==> config.mk <==
export PLATFORM = sky130hd
export DESIGN_NAME = rotclr_unit
export DESIGN_NICKNAME = d
export VERILOG_FILES = /design/src/rtl/rotclr_pkg.sv /design/src/rtl/rotclr_decode.sv /design/src/rtl/rotclr_rotl.sv /design/src/rtl/rotclr_mask.sv /design/src/rtl/rotclr_cond.sv /design/src/rtl/rotclr_unit.sv
export SDC_FILE = /design/constraint.sdc
export NUM_CORES = 1
export LEC_CHECK = 0
export BUFFER_PORTS_ARGS = -buffer_cell sky130_fd_sc_hd__buf_2
export CAP_MARGIN = 20
export CORE_ASPECT_RATIO = 0.9
export CORE_MARGIN = 2
export CORE_UTILIZATION = 48
export DETAILED_ROUTE_END_ITERATION = 8
export PLACE_DENSITY_LB_ADDON = 0.1
export SLEW_MARGIN = 20
export SYNTH_ARGS = -nofsm -noshare
export SYNTH_HDL_FRONTEND = slang
export SYNTH_SLANG_ARGS = --single-unit
==> constraint.sdc <==
create_clock -name clk -period 1.5 [get_ports clk]
set_clock_uncertainty 0.1 [all_clocks]
set_input_delay 0.15 -clock clk [delete_from_list [all_inputs] [get_ports clk]]
set_output_delay 0.15 -clock clk [all_outputs]
set_load 0.01 [all_outputs]
==> src/rtl/rotclr_pkg.sv <==
package rotclr_pkg;

  localparam int unsigned XLEN     = 64;
  localparam int unsigned AMT_W    = $clog2(XLEN);
  localparam int unsigned IDX_W    = 5;
  localparam int unsigned IWORD_W  = 32;
  localparam int unsigned CR_W     = 4;

  localparam logic [5:0] PRIMARY_OP = 6'd30;
  localparam logic [3:0] EXT_OP     = 4'b1000;

  typedef struct packed {
    logic lt;
    logic gt;
    logic eq;
    logic so;
  } crf_t;

endpackage

==> src/rtl/rotclr_decode.sv <==
module rotclr_decode
  import rotclr_pkg::*;
(
  input  logic [IWORD_W-1:0] instr,
  output logic               hit,
  output logic [IDX_W-1:0]   dst_idx,
  output logic [AMT_W-1:0]   mb,
  output logic               rec
);

  logic [5:0] op_field;
  logic [3:0] xo_field;
  logic [4:0] mb_low;
  logic       mb_top;

  always_comb begin
    op_field = instr[31:26];
    xo_field = instr[4:1];
    mb_low   = instr[10:6];
    mb_top   = instr[5];
  end

  always_comb begin
    hit     = (op_field == PRIMARY_OP) && (xo_field == EXT_OP);
    dst_idx = instr[20:16];
    mb      = {mb_top, mb_low};
    rec     = instr[0];
  end

endmodule

==> src/rtl/rotclr_rotl.sv <==
module rotclr_rotl #(
  parameter int unsigned W  = 64,
  parameter int unsigned SW = $clog2(W)
) (
  input  logic [W-1:0]  din,
  input  logic [SW-1:0] amt,
  output logic [W-1:0]  dout
);

  logic [W-1:0] stage [SW+1];

  assign stage[0] = din;

  for (genvar s = 0; s < SW; s++) begin : g_stage
    localparam int unsigned K = 1 << s;
    logic [W-1:0] turned;
    assign turned       = {stage[s][W-1-K:0], stage[s][W-1:W-K]};
    assign stage[s+1]   = amt[s] ? turned : stage[s];
  end

  assign dout = stage[SW];

endmodule

==> src/rtl/rotclr_mask.sv <==
module rotclr_mask #(
  parameter int unsigned W  = 64,
  parameter int unsigned SW = $clog2(W)
) (
  input  logic [SW-1:0] mb,
  output logic [W-1:0]  mask
);

  for (genvar i = 0; i < W; i++) begin : g_bit
    localparam logic [SW-1:0] LIMIT = SW'(W - 1 - i);
    assign mask[i] = (mb <= LIMIT);
  end

endmodule

==> src/rtl/rotclr_cond.sv <==
module rotclr_cond
  import rotclr_pkg::*;
#(
  parameter int unsigned W = 64
) (
  input  logic [W-1:0] res,
  input  logic         so,
  output crf_t         crf
);

  logic neg;
  logic zero;

  always_comb begin
    neg     = res[W-1];
    zero    = ~|res;
    crf.lt  = neg;
    crf.eq  = zero;
    crf.gt  = ~neg & ~zero;
    crf.so  = so;
  end

endmodule

==> src/rtl/rotclr_unit.sv <==
module rotclr_unit
  import rotclr_pkg::*;
(
  input  logic                clk,
  input  logic                rst_n,
  input  logic                valid,
  input  logic [IWORD_W-1:0]  instr,
  input  logic [XLEN-1:0]     rs_val,
  input  logic [XLEN-1:0]     rb_val,
  input  logic                so_in,
  output logic                match,
  output logic [IDX_W-1:0]    ra_idx,
  output logic                ra_we,
  output logic [XLEN-1:0]     ra_data,
  output logic                cr0_we,
  output logic [CR_W-1:0]     cr0
);

  logic               dec_hit;
  logic [IDX_W-1:0]   dec_idx;
  logic [AMT_W-1:0]   dec_mb;
  logic               dec_rec;
  logic [AMT_W-1:0]   amt;
  logic [XLEN-1:0]    rotated;
  logic [XLEN-1:0]    mask;
  logic [XLEN-1:0]    result;
  crf_t               crf;

  logic               match_q,  match_d;
  logic [IDX_W-1:0]   idx_q,    idx_d;
  logic [XLEN-1:0]    data_q,   data_d;
  logic               crwe_q,   crwe_d;
  logic [CR_W-1:0]    cr_q,     cr_d;
  logic               ld_en;
  logic               take;

  rotclr_decode i_decode (
    .instr   (instr),
    .hit     (dec_hit),
    .dst_idx (dec_idx),
    .mb      (dec_mb),
    .rec     (dec_rec)
  );

  assign amt = rb_val[AMT_W-1:0];

  rotclr_rotl #(.W(XLEN), .SW(AMT_W)) i_rotl (
    .din  (rs_val),
    .amt  (amt),
    .dout (rotated)
  );

  rotclr_mask #(.W(XLEN), .SW(AMT_W)) i_mask (
    .mb   (dec_mb),
    .mask (mask)
  );

  assign result = rotated & mask;

  rotclr_cond #(.W(XLEN)) i_cond (
    .res (result),
    .so  (so_in),
    .crf (crf)
  );

  always_comb begin
    take    = valid & dec_hit;
    match_d = take;
    idx_d   = take ? dec_idx : '0;
    data_d  = take ? result  : '0;
    crwe_d  = take & dec_rec;
    cr_d    = crwe_d ? crf : '0;
    ld_en   = valid | match_q;
  end

  always_ff @(posedge clk or negedge rst_n) begin
    if (!rst_n) begin
      match_q <= 1'b0;
      idx_q   <= '0;
      data_q  <= '0;
      crwe_q  <= 1'b0;
      cr_q    <= '0;
    end else if (ld_en) begin
      match_q <= match_d;
      idx_q   <= idx_d;
      data_q  <= data_d;
      crwe_q  <= crwe_d;
      cr_q    <= cr_d;
    end
  end

  assign match   = match_q;
  assign ra_we   = match_q;
  assign ra_idx  = idx_q;
  assign ra_data = data_q;
  assign cr0_we  = crwe_q;
  assign cr0     = cr_q;

endmodule

### After elaboration in Yosys (flattened, before gate mapping)

Index checks and enable logic that the tools add are counted.

| cells by class | value |
|---|---|
| multiplexer cells | 9 |
| order comparisons | 64 |
| bitwise logic cells | 6 |
| reduce and logical (&&, ||, !) cells | 3 |
| equal/unequal tests | 2 |

Operators with widths:

| operator | count |
|---|---|
| 2-to-1 mux 64 bit | 7 |
| <= comparator 6 bit, second input constant | 32 |
| <= comparator 6 x 5 -> 1 bit, second input constant | 16 |
| bitwise AND 64 bit | 1 |
| OR reduction 64 bit | 1 |
| <= comparator 6 x 4 -> 1 bit, second input constant | 8 |
| <= comparator 6 x 3 -> 1 bit, second input constant | 4 |
| <= comparator 6 x 1 -> 1 bit, second input constant | 2 |
| <= comparator 6 x 2 -> 1 bit, second input constant | 2 |
| equality test 6 x 5 -> 1 bit, second input constant | 1 |
| 2-to-1 mux 5 bit | 1 |
| equality test 4 bit, second input constant | 1 |
| 2-to-1 mux 4 bit | 1 |
| bitwise AND 1 bit | 3 |
| logical AND 1 bit | 1 |
| logical NOT 1 bit | 1 |
| NOT 1 bit | 1 |
| bitwise OR 1 bit | 1 |

| storage, ports and cells | value |
|---|---|
| register bits | 75 |
| word-level logic and storage cells | 89 |
| output and inout port bits | 76 |
| input port bits | 164 |

### Longest topological paths before layout

| logic depth | value |
|---|---|
| depth in word-level cells | 10 |
| depth in mapped cells | 13 |

### Modules after synthesis

From an unflattened synthesis, not the netlist that was laid out.

| second synthesis, totals | value |
|---|---|
| cell total of the unflattened synthesis | 608 |
| area total of the unflattened synthesis | 8589.5 sq um |

By module, submodules not included:

| module | times used | sequential area each (sq um) | cells an instance | area an instance (sq um) |
|---|---|---|---|---|
| rotclr_rotl | 1 | 0.0 | 234 | 4609.4 |
| rotclr_unit | 1 | 1876.8 | 233 | 3124.2 |
| rotclr_mask | 1 | 0.0 | 101 | 544.3 |
| rotclr_cond | 1 | 0.0 | 25 | 188.9 |
| rotclr_decode | 1 | 0.0 | 15 | 122.6 |

### Worst setup path before layout

OpenSTA, ideal clock, no wires.

| timing path | value |
|---|---|
| path kind | input to register |
| start | input port rb_val[0] |
| end | register cr_q[2], in the netlist cr0[2] |
| arrival | 3.592 ns |
| slack | -2.314 ns |
| cell stages on the path | 12 |
| data required time | 1.278 ns |
| cell sequence | buf_2 > buf_1 > buf_1 > buf_2 > mux4_2 > mux2_2 > a2bb2oi_1 > nand4_1 > or4_1 > nor4_2 > nand3_1 > a32o_1 |

| on the way | value |
|---|---|
| word-level cells in the longest chain between the ends | 10 |
| elaborated cells between the ends (all ways) | 11 |
| classes of those cells | mux (7); bitwise (3); reduce/logical (1) |

RTL lines:

| item | RTL line | text |
|---|---|---|
| start: declaration | rotclr_unit.sv:9 | `input logic [XLEN-1:0] rb_val,` |
| 2-to-1 mux 64 bit * (6 in series) | rotclr_rotl.sv:18 | `assign stage[s+1] = amt[s] ? turned : stage[s];` |
| bitwise AND 64 bit * | rotclr_unit.sv:58 | `assign result = rotated & mask;` |
| OR reduction 64 bit / NOT 1 bit (equally long branches) | rotclr_cond.sv:16, rotclr_cond.sv:19 |  |
| bitwise AND 1 bit * | rotclr_cond.sv:19 | `crf.gt = ~neg & ~zero;` |
| 2-to-1 mux 4 bit * | rotclr_unit.sv:72 | `cr_d = crwe_d ? crf : '0;` |
| end signal: assignment | rotclr_unit.sv:88 | `cr_q <= cr_d;` |
| end: declaration | rotclr_unit.sv:33 | `logic [CR_W-1:0] cr_q, cr_d;` |

Mark *: on every way between the ends. The rest lies on a longest branch, timed or not.
A chain may end at the register's enable or synchronous reset.

### Worst setup path in the final report

| timing path | value |
|---|---|
| start | input port rb_val[1] |
| end | register cr_q[2], in the netlist cr0[2] |

| on the way | value |
|---|---|
| word-level cells in the longest chain between the ends | 9 |
| elaborated cells between the ends (all ways) | 10 |
| classes of those cells | mux (6); bitwise (3); reduce/logical (1) |

RTL lines:

| item | RTL line |
|---|---|
| 2-to-1 mux 64 bit * (5 in series) | rotclr_rotl.sv:18 |
| bitwise AND 64 bit * | rotclr_unit.sv:58 |
| OR reduction 64 bit / NOT 1 bit (equally long branches) | rotclr_cond.sv:16, rotclr_cond.sv:19 |
| bitwise AND 1 bit * | rotclr_cond.sv:19 |
| 2-to-1 mux 4 bit * | rotclr_unit.sv:72 |

Marks and branches as above.

==> results.cfg <==
[worst_hold_path]
hold_class = in2reg

[synthesis]
yosysSeqAreaShare = 0.236
synth.top_cell.area_share = 0.362
ys_seq_elements = 75
avgSynthCellArea_um2 = 10.9
synthTopCellsByArea = mux4_2 (36%), dfrtp_1 (24%), mux2i_1 (5.4%)
synth_edf_count = 0
synth_cell_type_count = 51
async_flop_share = 1.00
yosysMostFrequentCell = mux4_2
synthCells = 729
yosysWarningCount = 0
synth_ff_type = dfrtp_1
synth_common_cells = mux4_2 (128), nand2_1 (101), dfrtp_1 (75)
yosysTopAreaCell = mux4_2
syn-cell-area_um2 = 7960
synth_nets = 893

[setup_path]
critPathLaunchType = input port
crit_chain = buf_16, buf_8, buf_6, mux4_2, mux4_2, mux2i_4, o22ai_2, or4_4, or4_4, nor4_4, nand3_1, a32o_1
cp.arrival_ns = 3.61
path_max_fanout = 6
cp_slowest_stage_delay_ns = 0.61
worst_path_max_delay_cell = mux4_2
crit_required_ns = 1.62
crit_type = in2reg
end_kind = flip-flop

[clocking]
cts_tree = done
cts_sinks = 75
clk_latency_ns = 0.34
clkSlewWorstSetupHoldPaths_ns = 0.07
clockRootBuffer = clkbuf_16
ctsHtreeMaxLevel = 3
cts_buffer_depth = 2
numCtsBuffers = 9

[global_routing]
grt_max_degree = 75
antenna_found_initial = 0
track_usage = 0.406
grt_pass1_vias = 9106
grt_pass1_wl_mm = 54.6
grt-ovfl-total = 0

[floorplan]
die_area_um2 = 17600
rows = 44
initial_utilization = 0.492
io_pins = 240
coreArea_um2 = 16200
die-height_um = 126
die_width_um = 140

[sta]
fin_tns_setup_ns = -62.56
rsz0062_at_grt = true
finalMaxSlewViolations = 0
period_minus_slack_ns = 3.48
tightestPinTransition_ns = 0.540
hold_viol = 0
post-route-period-util = 2.32
relSlewSlack = 0.638
setup_viol = 67
fmax_ghz = 0.287
fin_ws_ns = -1.98

[detailed_routing]
via_per_inst = 6.91
wirelength_mm = 37.4
wl_per_cell_um = 27.2
num_vias = 9518
dr.pass1.iters = 6
drtIter0Drc = 1254
drc_errors = 0
antenna_left = 0

[cells_and_area]
area_growth_syn_to_layout_pct = 66.3
instances_no_fill = 1377
layout-drive-gt1-share = 0.682
fin_nets = 1329
diodes = 0

[pwr]
total_power_w = 0.00975
p_per_area_nw_per_um2 = 737
p_leak_nw = 5.93
ir_drop_mv = 0.567

[placed_design]
dp.final_hpwl_mm = 27.7
gp_congestion = 1.02
port_buffers = 171
place_inst = 1290

[flow_run]
max_cap_violations = 0

[run_status]
outcome = complete, but fails checks
violations = setup timing
[registers in the layout (all words and copies together) (netlist names)]
register	cells
ra_data	64
ra_idx	5
cr0	4
cr0_we	1
match	1
[power by group]
group          internal, W  switching [W]
clock              0.00135       0.000940
sequential         0.00202    0.000000501
combinational      0.00285        0.00259
total              0.00622        0.00353
[layout by cell type, fill, tap and decap left out, drive strengths merged, types with 3 or more instances in the layout]
cell and instances:
buf 497, mux4 128, nand2 101, dfrtp 75
o21ai 65, mux2i 43, mux2 30, nor2 29
a22o 22, o211ai 16, nand3 14, a21oi 12
clkbuf 11, nand4 10, and2 10, dlygate4sd3 8
o22ai 8, and3 7, a2bb2oi 6, inv 6
a31oi 6, a21o 5, a311oi 5, or2 5
a22oi 5, nor4 5, a211oi 4, a32o 4
nand4b 3, or3 3, or4 3
[routing by layer]
layer | part of all wire | vias up | track usage
met4 | 0.042 | 0 | 0.121
met3 | 0.12 | 159 | 0.121
li1 | - | 3838 | -
met2 | 0.46 | 761 | 0.620
met5 | 0 | - | 0
met1 | 0.38 | 4760 | 0.567
[worst paths after layout]
| check | cells after the start | start | slack, ns | endpoint |
|---|---|---|---|---|
| min reg2reg | 2 | ra_data[56]$_DFFE_PN0P_ | 0.38 | ra_data[56]$_DFFE_PN0P_ |
| min in group asynchronous | 2 | rst_n | 0.14 | cr0[1]$_DFFE_PN0P_ |
| max reg2reg | 4 | match$_DFFE_PN0P_ | 0.22 | ra_data[40]$_DFFE_PN0P_ |
| max in group asynchronous | 3 | rst_n | 0.66 | ra_data[44]$_DFFE_PN0P_ |
| min | 3 | instr[3] | 0.06 | ra_data[40]$_DFFE_PN0P_ |
| max | 12 | rb_val[1] | -1.98 | cr0[2]$_DFFE_PN0P_ |
[per-stage QoR]
| stage | area, um2 | setup slack, ns | hold WS [ns] | util |
|---|---|---|---|---|
| 3_3_place_gp | 10900 | -2.51 | -0.0480 | 0.676 |
| 2_1_floorplan | 8100 | -1.98 | -0.246 | - |
| 6_report | 13200 | -1.98 | 0.0644 | 0.818 |
| 5_1_grt | 13200 | -2.02 | 0.0661 | 0.818 |
| 4_1_cts | 12300 | -1.90 | 0.0595 | 0.759 |
| 3_5_place_dp | 10900 | -2.54 | -0.0291 | 0.676 |
[worst max-delay path, delay by kind of cell]
family	cells	cell delay, ns
compound gates	2	0.41
simple gates	4	1.29
buf+inv	3	0.32
mux	3	1.42
[cell families (layout without fill, tap and decap cells)]
group           after synthesis  in the layout  share of synthesized area
compound gates              174            174                      0.147
mux                         201            201                      0.459
buf+inv                      85            526                     0.0454
simple gates                194            194                      0.113
flops                        75             75                      0.236
[what timing repair did]
| item | in CTS | in global routing |
|---|---|---|
| hold buffers | 8 | 0 |
| cloned | 4 | 1 |
| endpoints found under the setup margin | 67 | 67 |
| hold endpoints to repair | 82 | 0 |
| buffers inserted | 46 | 64 |
| pin swaps | 16 | 52 |
| gates resized for setup | 111 | 210 |
[area by class of cell]
| class | instances | area [um2] |
|---|---|---|
| Tap cell | 207 | 259 |
| Inverter | 4 | 20.0 |
| Timing Repair Buffer | 506 | 4050 |
| Clock buffer | 10 | 239 |
| Clock inverter | 6 | 71.3 |
| Fill cell | 933 | 2950 |
| Sequential cell | 75 | 1880 |
| Multi-Input combinational cell | 569 | 6720 |
Note: power is estimated with default switching activity, not from simulation.
